File: src/rtl/flashbp_pkg.sv
package flashbp_pkg;

  typedef enum logic [2:0] {
    ST_IDLE,
    ST_COUNT,
    ST_FILL,
    ST_CONFIRM,
    ST_DRAIN,
    ST_SETTLE
  } bp_state_t;

  localparam logic [7:0] OP_BUF_SETUP = 8'hE8;
  localparam logic [7:0] OP_CONFIRM   = 8'hD0;
  localparam logic [7:0] OP_STATUS    = 8'h70;
  localparam logic [7:0] OP_CLEAR     = 8'h50;
  localparam logic [7:0] OP_ARRAY     = 8'hFF;

endpackage

File: src/rtl/bp_busy_timer.sv
module bp_busy_timer #(
  parameter int BUSY_CYC = 20
) (
  input  logic clk,
  input  logic rst_n,
  input  logic start,
  output logic last
);
  localparam int CNTW = $clog2(BUSY_CYC + 1);

  logic [CNTW-1:0] cnt_q, cnt_d;
  logic            cnt_en;

  always_comb begin
    cnt_en = start || (cnt_q != '0);
    cnt_d  = start ? CNTW'(BUSY_CYC) : cnt_q - 1'b1;
  end

  always_ff @(posedge clk or negedge rst_n) begin
    if (!rst_n)      cnt_q <= '0;
    else if (cnt_en) cnt_q <= cnt_d;
  end

  assign last = (cnt_q == CNTW'(1));
endmodule

File: src/rtl/bp_word_buf.sv
module bp_word_buf #(
  parameter int WORDS = 256,
  parameter int DW    = 16,
  localparam int CW   = $clog2(WORDS)
) (
  input  logic          clk,
  input  logic          we,
  input  logic [CW-1:0] idx,
  input  logic [DW-1:0] wdata,
  output logic [DW-1:0] rdata
);
  logic [DW-1:0] mem_q [WORDS];

  always_ff @(posedge clk) begin
    if (we) mem_q[idx] <= wdata;
  end

  assign rdata = mem_q[idx];
endmodule

File: src/rtl/bp_seq_ctrl.sv
module bp_seq_ctrl
  import flashbp_pkg::*;
#(
  parameter int AW    = 16,
  parameter int DW    = 16,
  parameter int BLK_W = 4,
  parameter int WORDS = 256,
  localparam int CW   = $clog2(WORDS)
) (
  input  logic          clk,
  input  logic          rst_n,
  input  logic          wr_en,
  input  logic [AW-1:0] wr_addr,
  input  logic [DW-1:0] wr_data,
  input  logic          tmr_last,
  output logic          buf_we,
  output logic [CW-1:0] buf_idx,
  output logic          tmr_start,
  output logic          arr_we,
  output logic [AW-1:0] arr_addr,
  output logic [7:0]    status,
  output logic          rd_status_mode
);
  bp_state_t        st_q, st_d;
  logic [BLK_W-1:0] blk_q, blk_d;
  logic [CW-1:0]    cnt_q, cnt_d, idx_q, idx_d;
  logic [AW-1:0]    base_q, base_d;
  logic             seq_q, seq_d, prg_q, prg_d, mode_q, mode_d;
  logic [7:0]       op;
  logic             in_blk, ready;

  assign op     = wr_data[7:0];
  assign in_blk = (wr_addr[AW-1 -: BLK_W] == blk_q);
  assign ready  = (st_q != ST_DRAIN) && (st_q != ST_SETTLE);

  always_comb begin
    st_d = st_q;  blk_d = blk_q;  cnt_d = cnt_q;  idx_d = idx_q;
    base_d = base_q;  seq_d = seq_q;  prg_d = prg_q;  mode_d = mode_q;
    buf_we = 1'b0;
    tmr_start = 1'b0;
    case (st_q)
      ST_IDLE: if (wr_en) begin
        case (op)
          OP_BUF_SETUP: begin
            st_d   = ST_COUNT;
            blk_d  = wr_addr[AW-1 -: BLK_W];
            mode_d = 1'b1;
          end
          OP_STATUS: mode_d = 1'b1;
          OP_CLEAR:  begin seq_d = 1'b0; prg_d = 1'b0; end
          OP_ARRAY:  mode_d = 1'b0;
          default: ;
        endcase
      end
      ST_COUNT: if (wr_en) begin
        if (wr_data >= DW'(WORDS)) begin
          seq_d = 1'b1;
          st_d  = ST_IDLE;
        end else begin
          cnt_d = wr_data[CW-1:0];
          idx_d = '0;
          st_d  = ST_FILL;
        end
      end
      ST_FILL: if (wr_en) begin
        if (!in_blk) begin
          seq_d = 1'b1;
          st_d  = ST_IDLE;
        end else begin
          buf_we = 1'b1;
          if (idx_q == '0) base_d = wr_addr;
          if (idx_q == cnt_q) st_d = ST_CONFIRM;
          else                idx_d = idx_q + 1'b1;
        end
      end
      ST_CONFIRM: if (wr_en) begin
        if (op == OP_CONFIRM) begin
          st_d  = ST_DRAIN;
          idx_d = '0;
        end else begin
          seq_d = 1'b1;
          prg_d = 1'b1;
          st_d  = ST_IDLE;
        end
      end
      ST_DRAIN: begin
        if (wr_en && op == OP_STATUS) mode_d = 1'b1;
        if (idx_q == cnt_q) begin
          st_d      = ST_SETTLE;
          tmr_start = 1'b1;
        end else begin
          idx_d = idx_q + 1'b1;
        end
      end
      ST_SETTLE: begin
        if (wr_en && op == OP_STATUS) mode_d = 1'b1;
        if (tmr_last) st_d = ST_IDLE;
      end
      default: st_d = ST_IDLE;
    endcase
  end

  always_ff @(posedge clk or negedge rst_n) begin
    if (!rst_n) begin
      st_q   <= ST_IDLE;
      blk_q  <= '0;
      cnt_q  <= '0;
      idx_q  <= '0;
      base_q <= '0;
      seq_q  <= 1'b0;
      prg_q  <= 1'b0;
      mode_q <= 1'b0;
    end else begin
      st_q   <= st_d;
      blk_q  <= blk_d;
      cnt_q  <= cnt_d;
      idx_q  <= idx_d;
      base_q <= base_d;
      seq_q  <= seq_d;
      prg_q  <= prg_d;
      mode_q <= mode_d;
    end
  end

  assign buf_idx        = idx_q;
  assign arr_we         = (st_q == ST_DRAIN);
  assign arr_addr       = base_q + AW'(idx_q);
  assign status         = {ready, 1'b0, seq_q, prg_q, 4'b0000};
  assign rd_status_mode = mode_q;
endmodule

File: src/rtl/flash_bufprog_ctl.sv
module flash_bufprog_ctl #(
  parameter int AW        = 16,
  parameter int DW        = 16,
  parameter int BLK_W     = 4,
  parameter int BUF_WORDS = 256,
  parameter int BUSY_CYC  = 20
) (
  input  logic          clk,
  input  logic          rst_n,
  input  logic          wr_en,
  input  logic [AW-1:0] wr_addr,
  input  logic [DW-1:0] wr_data,
  output logic          rd_status_mode,
  output logic [7:0]    status,
  output logic          arr_we,
  output logic [AW-1:0] arr_addr,
  output logic [DW-1:0] arr_data
);
  localparam int CW = $clog2(BUF_WORDS);

  logic [1:0]    rsync_q;
  logic          rst_i_n;
  logic          buf_we, tmr_start, tmr_last;
  logic [CW-1:0] buf_idx;

  always_ff @(posedge clk or negedge rst_n) begin
    if (!rst_n) rsync_q <= 2'b00;
    else        rsync_q <= {rsync_q[0], 1'b1};
  end
  assign rst_i_n = rsync_q[1];

  bp_seq_ctrl #(
    .AW(AW), .DW(DW), .BLK_W(BLK_W), .WORDS(BUF_WORDS)
  ) u_ctrl (
    .clk(clk), .rst_n(rst_i_n),
    .wr_en(wr_en), .wr_addr(wr_addr), .wr_data(wr_data),
    .tmr_last(tmr_last),
    .buf_we(buf_we), .buf_idx(buf_idx), .tmr_start(tmr_start),
    .arr_we(arr_we), .arr_addr(arr_addr),
    .status(status), .rd_status_mode(rd_status_mode)
  );

  bp_word_buf #(
    .WORDS(BUF_WORDS), .DW(DW)
  ) u_buf (
    .clk(clk), .we(buf_we), .idx(buf_idx), .wdata(wr_data), .rdata(arr_data)
  );

  bp_busy_timer #(
    .BUSY_CYC(BUSY_CYC)
  ) u_tmr (
    .clk(clk), .rst_n(rst_i_n), .start(tmr_start), .last(tmr_last)
  );
endmodule

File: config.mk
export PLATFORM = sky130hd
export DESIGN_NAME = flash_bufprog_ctl
export DESIGN_NICKNAME = d
export VERILOG_FILES = /design/src/rtl/flashbp_pkg.sv /design/src/rtl/bp_busy_timer.sv /design/src/rtl/bp_word_buf.sv /design/src/rtl/bp_seq_ctrl.sv /design/src/rtl/flash_bufprog_ctl.sv
export SDC_FILE = /design/constraint.sdc
export NUM_CORES = 2
export LEC_CHECK = 0
export BUFFER_PORTS_ARGS = -buffer_cell sky130_fd_sc_hd__clkbuf_2
export CORE_ASPECT_RATIO = 0.9
export CORE_MARGIN = 8
export CORE_UTILIZATION = 50
export DETAILED_ROUTE_END_ITERATION = 8
export GPL_TIMING_DRIVEN = 1
export HOLD_SLACK_MARGIN = 0.05
export PLACE_DENSITY_LB_ADDON = 0.2
export RECOVER_POWER = 25
export SLEW_MARGIN = 15
export SYNTH_ARGS = -nofsm -noshare
export SYNTH_HDL_FRONTEND = slang
export SYNTH_SLANG_ARGS = --single-unit
File: constraint.sdc
create_clock -name clk -period 8 [get_ports clk]
set_input_delay 1.6 -clock clk [delete_from_list [all_inputs] [get_ports clk]]
set_output_delay 1.6 -clock clk [all_outputs]
set_load 0.01 [all_outputs]
* Word level (Yosys, flattened, before mapping)
Memories as Yosys holds them, arrays and structs flattened.
Cells that the tools add are included.
** Storage, ports and cells
- Flip-flop bits (word level) :: 49
- RAM bits :: 4096
- Input port bits :: 35
- Output and inout port bits :: 42
- Logic and storage cells :: 110
- Memories :: 1
** Memory list
- u_buf.mem_q :: depth 256, width 16, rd ports 1, clocked after Yosys merged registers in 0, write ports 1, line bp_word_buf.sv:12 : logic [DW-1:0] mem_q [WORDS];
** Cells by class
- Add/subtract/negate cells :: 3
- Order comparisons :: 1
- Equality and inequality tests :: 32
- Mux-type cells :: 42
- Bitwise gates (word level) :: 1
- Reductions and logical operators :: 20
** Operator list (number)
- two-way mux 8 bit :: 7
- case mux 8 bit (4 select lines) :: 1
- two-way mux 3 bit :: 10
- == test 8 bit, second input constant :: 3
- != test 2 bit, second input constant :: 10
- case mux 3 bit (6 select lines) :: 1
- two-way mux 1 bit :: 17
- adder 16 x 8 -> 16 bit :: 1
- == test 8 x 7 -> 1 bit, second input constant :: 2
- greater-or-equal comparator 16 x 9 -> 1 bit, second input constant :: 1
- != test 3 bit, second input constant :: 4
- != test 2 x 1 -> 1 bit, second input constant :: 5
- AND reduction 9 bit :: 1
- adder 8 x 1 -> 8 bit, second input constant :: 1
- == test 8 bit :: 1
- logical NOT 8 bit :: 1
- AND reduction 4 bit :: 2
- AND reduction 8 bit :: 1
- nonzero test 4 bit :: 2
- AND reduction 7 bit :: 1
- == test 3 x 2 -> 1 bit, second input constant :: 2
- == test 3 bit, second input constant :: 2
- case mux 1 bit (2 select lines) :: 3
- AND reduction 3 bit :: 2
- other kinds (15) :: 18

* Logic depth before layout (Yosys ltp)
- Depth after elaboration :: 6
- Depth in mapped cells :: 12
- Mapped depth without buffers :: 10

* Modules after synthesis
A second synthesis with hierarchy kept.
** Second synthesis, totals
- Cell total of the unflattened synthesis :: 7018
- Area, all modules :: 158154.2 µm²
** Modules (own cells, without submodules)
- bp_word_buf :: instances 1, cells an instance 6711, area each 155078.7 µm², seq. area each 122998.0 µm²
- bp_seq_ctrl :: instances 1, cells an instance 278, area each 2752.6 µm², seq. area each 1051.0 µm²
- bp_busy_timer :: instances 1, cells an instance 26, area each 269.0 µm², seq. area each 125.1 µm²
- flash_bufprog_ctl :: instances 1, cells an instance 3, area each 53.8 µm², seq. area each 50.0 µm²

* Worst setup path before layout
No wires, ideal clock.
- Kind :: register to output
- From :: register u_ctrl.idx_q[1] (netlist: u_ctrl.buf_idx[1])
- To :: output port arr_addr[12]
- Arrival time :: 2920 ps
- Required time :: 6400 ps
- Path slack :: 3480 ps
- Cell stages (with the launch flop) :: 13
- Path buffers :: 3
- Cell sequence :: dfrtp_1 clkbuf_1 clkbuf_1 buf_2 inv_1 fa_1 nor2b_1 o21ai_0 a21boi_0 o21ai_0 a21oi_1 o21ai_0 xnor2_1
** Between the ends
- Word-level cells in the longest chain between the ends :: 1
** Ends and longest elaborated chain
- start: declaration :: line bp_seq_ctrl.sv:26 : logic [CW-1:0] cnt_q, cnt_d, idx_q, idx_d;
- start signal: assignment :: line bp_seq_ctrl.sv:117 : idx_q <= idx_d;
- adder 16 x 8 -> 16 bit :: line bp_seq_ctrl.sv:127 : assign arr_addr = base_q + AW'(idx_q);
- end: declaration :: line flash_bufprog_ctl.sv:16 : output logic [AW-1:0] arr_addr,
No other way between the ends.

* Worst setup path after layout
- From :: register u_ctrl.idx_q[0] (netlist: u_ctrl.buf_idx[0])
- To :: output port arr_data[10]
** Between the ends
- Word-level cells in the longest chain between the ends :: 1
** Ends and longest elaborated chain
- memory read (256 x 16 bit)
- end: declaration :: line flash_bufprog_ctl.sv:17 : output logic [DW-1:0] arr_data
No other way between the ends.

==> impl_metrics.env <==
export IMPL_syn_cell_area_mm2=0.158
export IMPL_synth_top_area_frac=0.780
export IMPL_post_route_min_period_ns=7.73
export IMPL_core_area_mm2=0.314
export IMPL_cp_cell_sequence="buf_12 -> buf_12 -> buf_4 -> mux4_2 -> a22oi_1 -> a21oi_1 -> nor4_1 -> buf_4 -> o22ai_1 -> or2_2 -> clkbuf_2"
export IMPL_tns_ns=0
export IMPL_cts_tree="yes"
export IMPL_synthAdderAreaFrac=0.00132
export IMPL_ys_ff_latch=4145
export IMPL_setup_worst_path_start_class="flip-flop"
export IMPL_ys_types=49
export IMPL_synthXorXnorAreaFrac=0.00178
export IMPL_async_reset_ff_frac=0.0118
export IMPL_drtIter0Drc=10500
export IMPL_htreeDepth=5
export IMPL_grtUsageMet1=0.355
export IMPL_grt_pass1_vias=77000
export IMPL_synth_top_family_by_area="multiplexers"
export IMPL_drc_errors=0
export IMPL_setup_ws_ns=0.267
export IMPL_synth_ff_type="edfxtp_1"
export IMPL_io_pins=77
export IMPL_status="finished, violations left"
export IMPL_fp_dieW_um=608
export IMPL_dp_hpwl_um=237000
export IMPL_grt_pass1_wl_um=582000
export IMPL_synthTopCellsByCount="edfxtp_1 (4096), mux4_2 (1024), a22oi_1 (512)"
export IMPL_synth_compound_area_share=0.0354
export IMPL_clock_skew_final_ns=0.0506
export IMPL_post_synth_cell_area_avg_um2=22.5
export IMPL_setup_violations=0
export IMPL_areaGrowthSynthToFinish_pct=12.9
export IMPL_cp_required_ns=6.40
export IMPL_fmax_mhz=129
export IMPL_violations="antenna violations, max-capacitance violations, max-slew violations"
export IMPL_post_route_period_util=0.967
export IMPL_die_area_mm2=0.334
export IMPL_grt_util_met2=0.370
export IMPL_track_usage=0.241
export IMPL_cts_buffers=404
export IMPL_placementRows=195
export IMPL_drive_gt1_frac=0.278
export IMPL_syn_inst=7020
export IMPL_synth_simple_gate_area_share=0.0138
export IMPL_clock_path_buffers=4
export IMPL_muxShareOfSynthArea=0.148
export IMPL_path_clk_slew_ns=0.06
export IMPL_cts_resized=0
export IMPL_vias_per_cell=6.48
export IMPL_num_fill_cells=22900
export IMPL_synth_area_leader_cell="edfxtp_1"
export IMPL_fin_util=0.568
export IMPL_die_height_um=549
export IMPL_start_util=0.503
export IMPL_cts_hold_buf=0
export IMPL_vias=77500
export IMPL_first_pass_iters=5
export IMPL_place_congestion=0.815
export IMPL_use_met3=0.0519
export IMPL_critical_path_class="reg -> out"
export IMPL_crit_slowest_cell="dfrtp_4"
export IMPL_slew_viol_final=2450
export IMPL_ant_nets=1
export IMPL_grt_max_degree=173
export IMPL_dp_slack_ns=1.09
export IMPL_end_kind="output pin"
export IMPL_antenna_found_initial=23
export IMPL_arrival_ns=6.13
export IMPL_hp_class="reg -> reg"
export IMPL_regArea_mm2=0.124
export IMPL_ir_worst_vdd_v=0.000188
export IMPL_top_usage_layer="met2"
export IMPL_grt_overflow=0
export IMPL_p_leak_nw=54.0
export IMPL_yosysSeqAreaShare=0.788
export IMPL_cts_sinks=4145
export IMPL_clk_latency_ns=0.91
export IMPL_synth_edf_count=4096
export IMPL_power_density_mw_per_mm2=248
export IMPL_hold_worst_slack_ns=0.355
export IMPL_cts_root_buffer="clkbuf_16"
export IMPL_cap_violations=29
export IMPL_cp_max_fo=37
export IMPL_hold_viol_final=0
export IMPL_portBuffers=71
export IMPL_drt_total_wl_um=412000
export IMPL_multi_input_area_mm2=0.0319
export IMPL_tightest_slew_ns=6.25
export IMPL_slew_headroom=-3.17
export IMPL_wire_per_inst_um=34.4
export IMPL_critPathMaxStageDelay_ns=0.94
export IMPL_grt_setup_unrepaired="no"
export IMPL_post_cts_repair_setup_buffers=0
export IMPL_ys_top_cells_by_area="edfxtp_1 (78%), mux4_2 (15%), a22oi_1 (2.4%)"
export IMPL_synth_most_common_cell="edfxtp_1"
export IMPL_final_nets=7547
export IMPL_ys_warn_count=0
-- stage by stage --
stage	instances	total power [mW]	instance area (µm²)
after floorplan	7024	25.4	158000
after global placement	11200	26.1	166000
after detailed placement	11200	26.2	166000
after CTS	12000	44.4	178000
after global routing	12000	45.3	178000
final	12000	44.2	178000
-- power by group --
part / internal, mW / switching [mW]
logic: 0.713 / 1.03
registers: 23.9 / 0.0413
clock network: 10.5 / 7.94
total: 35.2 / 9.02
-- cells by family (layout without fill, tap and decap cells) --
logic type               count (synthesis)  count (layout)
flip-flops                            4145            4145
multiplexers                          1052            1052
AO/OA/AOI/OAI                          840             840
AND/OR/NAND/NOR                        484             484
buffers and inverters                  449            1238
XOR/XNOR                                32              32
adder cells (fa/ha/maj)                 16              16
other                                    2              17
-- worst paths after layout --
path | slack, ns | end | cells past startpoint | start
worst max-delay path | 0.27 | arr_data[10] | 11 | u_ctrl.buf_idx[0]
worst min-delay path | 0.35 | rsync_q[1] | 0 | rsync_q[0]
worst max register to register | 3.10 | u_buf.mem_q[207][13] | 7 | u_ctrl.buf_idx[0]
worst min register to register | 0.35 | rsync_q[1] | 0 | rsync_q[0]
max in group asynchronous | 5.61 | u_ctrl.buf_idx[1] | 0 | rsync_q[1]
min in group asynchronous | 0.47 | rsync_q[1] | 1 | rst_n
-- metal layers --
layer	up-vias	part of all wire	wire [µm]
li1	30900	-	-
met5	-	0.00022	92
met3	599	0.10	41400
met2	4038	0.46	191000
met1	41900	0.41	167000
met4	6	0.031	12700
-- worst max-delay path: cells and delay by family, from the launching register on --
kind | cells | cell delay, ns
buf+inv | 5 | 1.49
mux | 1 | 0.55
simple gates | 2 | 1.44
flops | 1 | 0.94
compound gates | 3 | 0.67
-- area by class of cell --
cell class | instances | area share
Sequential cell | 4145 | 0.698
Clock inverter | 211 | 0.0110
Multi-Input combinational cell | 2430 | 0.179
Clock buffer | 512 | 0.0602
Timing Repair Buffer | 498 | 0.0225
Antenna cell | 11 | 0.000155
Tap cell | 4137 | 0.0291
Inverter | 17 | 0.000358
-- state kept, by name, summed over array words and instances (netlist names) --
register,count
u_buf.mem_q,4096
u_ctrl.base_q,16
u_ctrl.buf_idx,8
u_ctrl.cnt_q,8
u_tmr.cnt_q,5
u_ctrl.blk_q,4
u_ctrl.st_q,3
rsync_q,2
u_ctrl.prg_q,1
u_ctrl.rd_status_mode,1
u_ctrl.seq_q,1
-- layout by cell type, fill, tap and decap left out, types with 3 or more instances in the layout --
cell type,count
ha_1,15
inv_6,8
dfrtp_1,47
nand2b_1,6
nand4_1,10
a211oi_1,3
nand2_2,16
clkinvlp_4,11
nor2_4,6
clkinv_2,70
edfxtp_1,4096
o21ai_0,14
diode_2,11
clkbuf_16,413
or2_2,17
nor3_1,7
clkbuf_1,123
clkinv_1,75
buf_4,375
nand3_1,8
nor4_1,64
clkinv_8,7
clkinv_4,7
a22oi_1,512
conb_1,6
mux2_2,27
clkbuf_2,56
inv_1,17
o22ai_1,32
bufinv_16,33
xnor2_1,25
a21oi_1,265
nor2_1,236
xor2_1,7
nand2_1,41
mux4_2,1024
nor2_2,44
buf_12,40
or3_1,8
(Power assumes the default switching activity.)
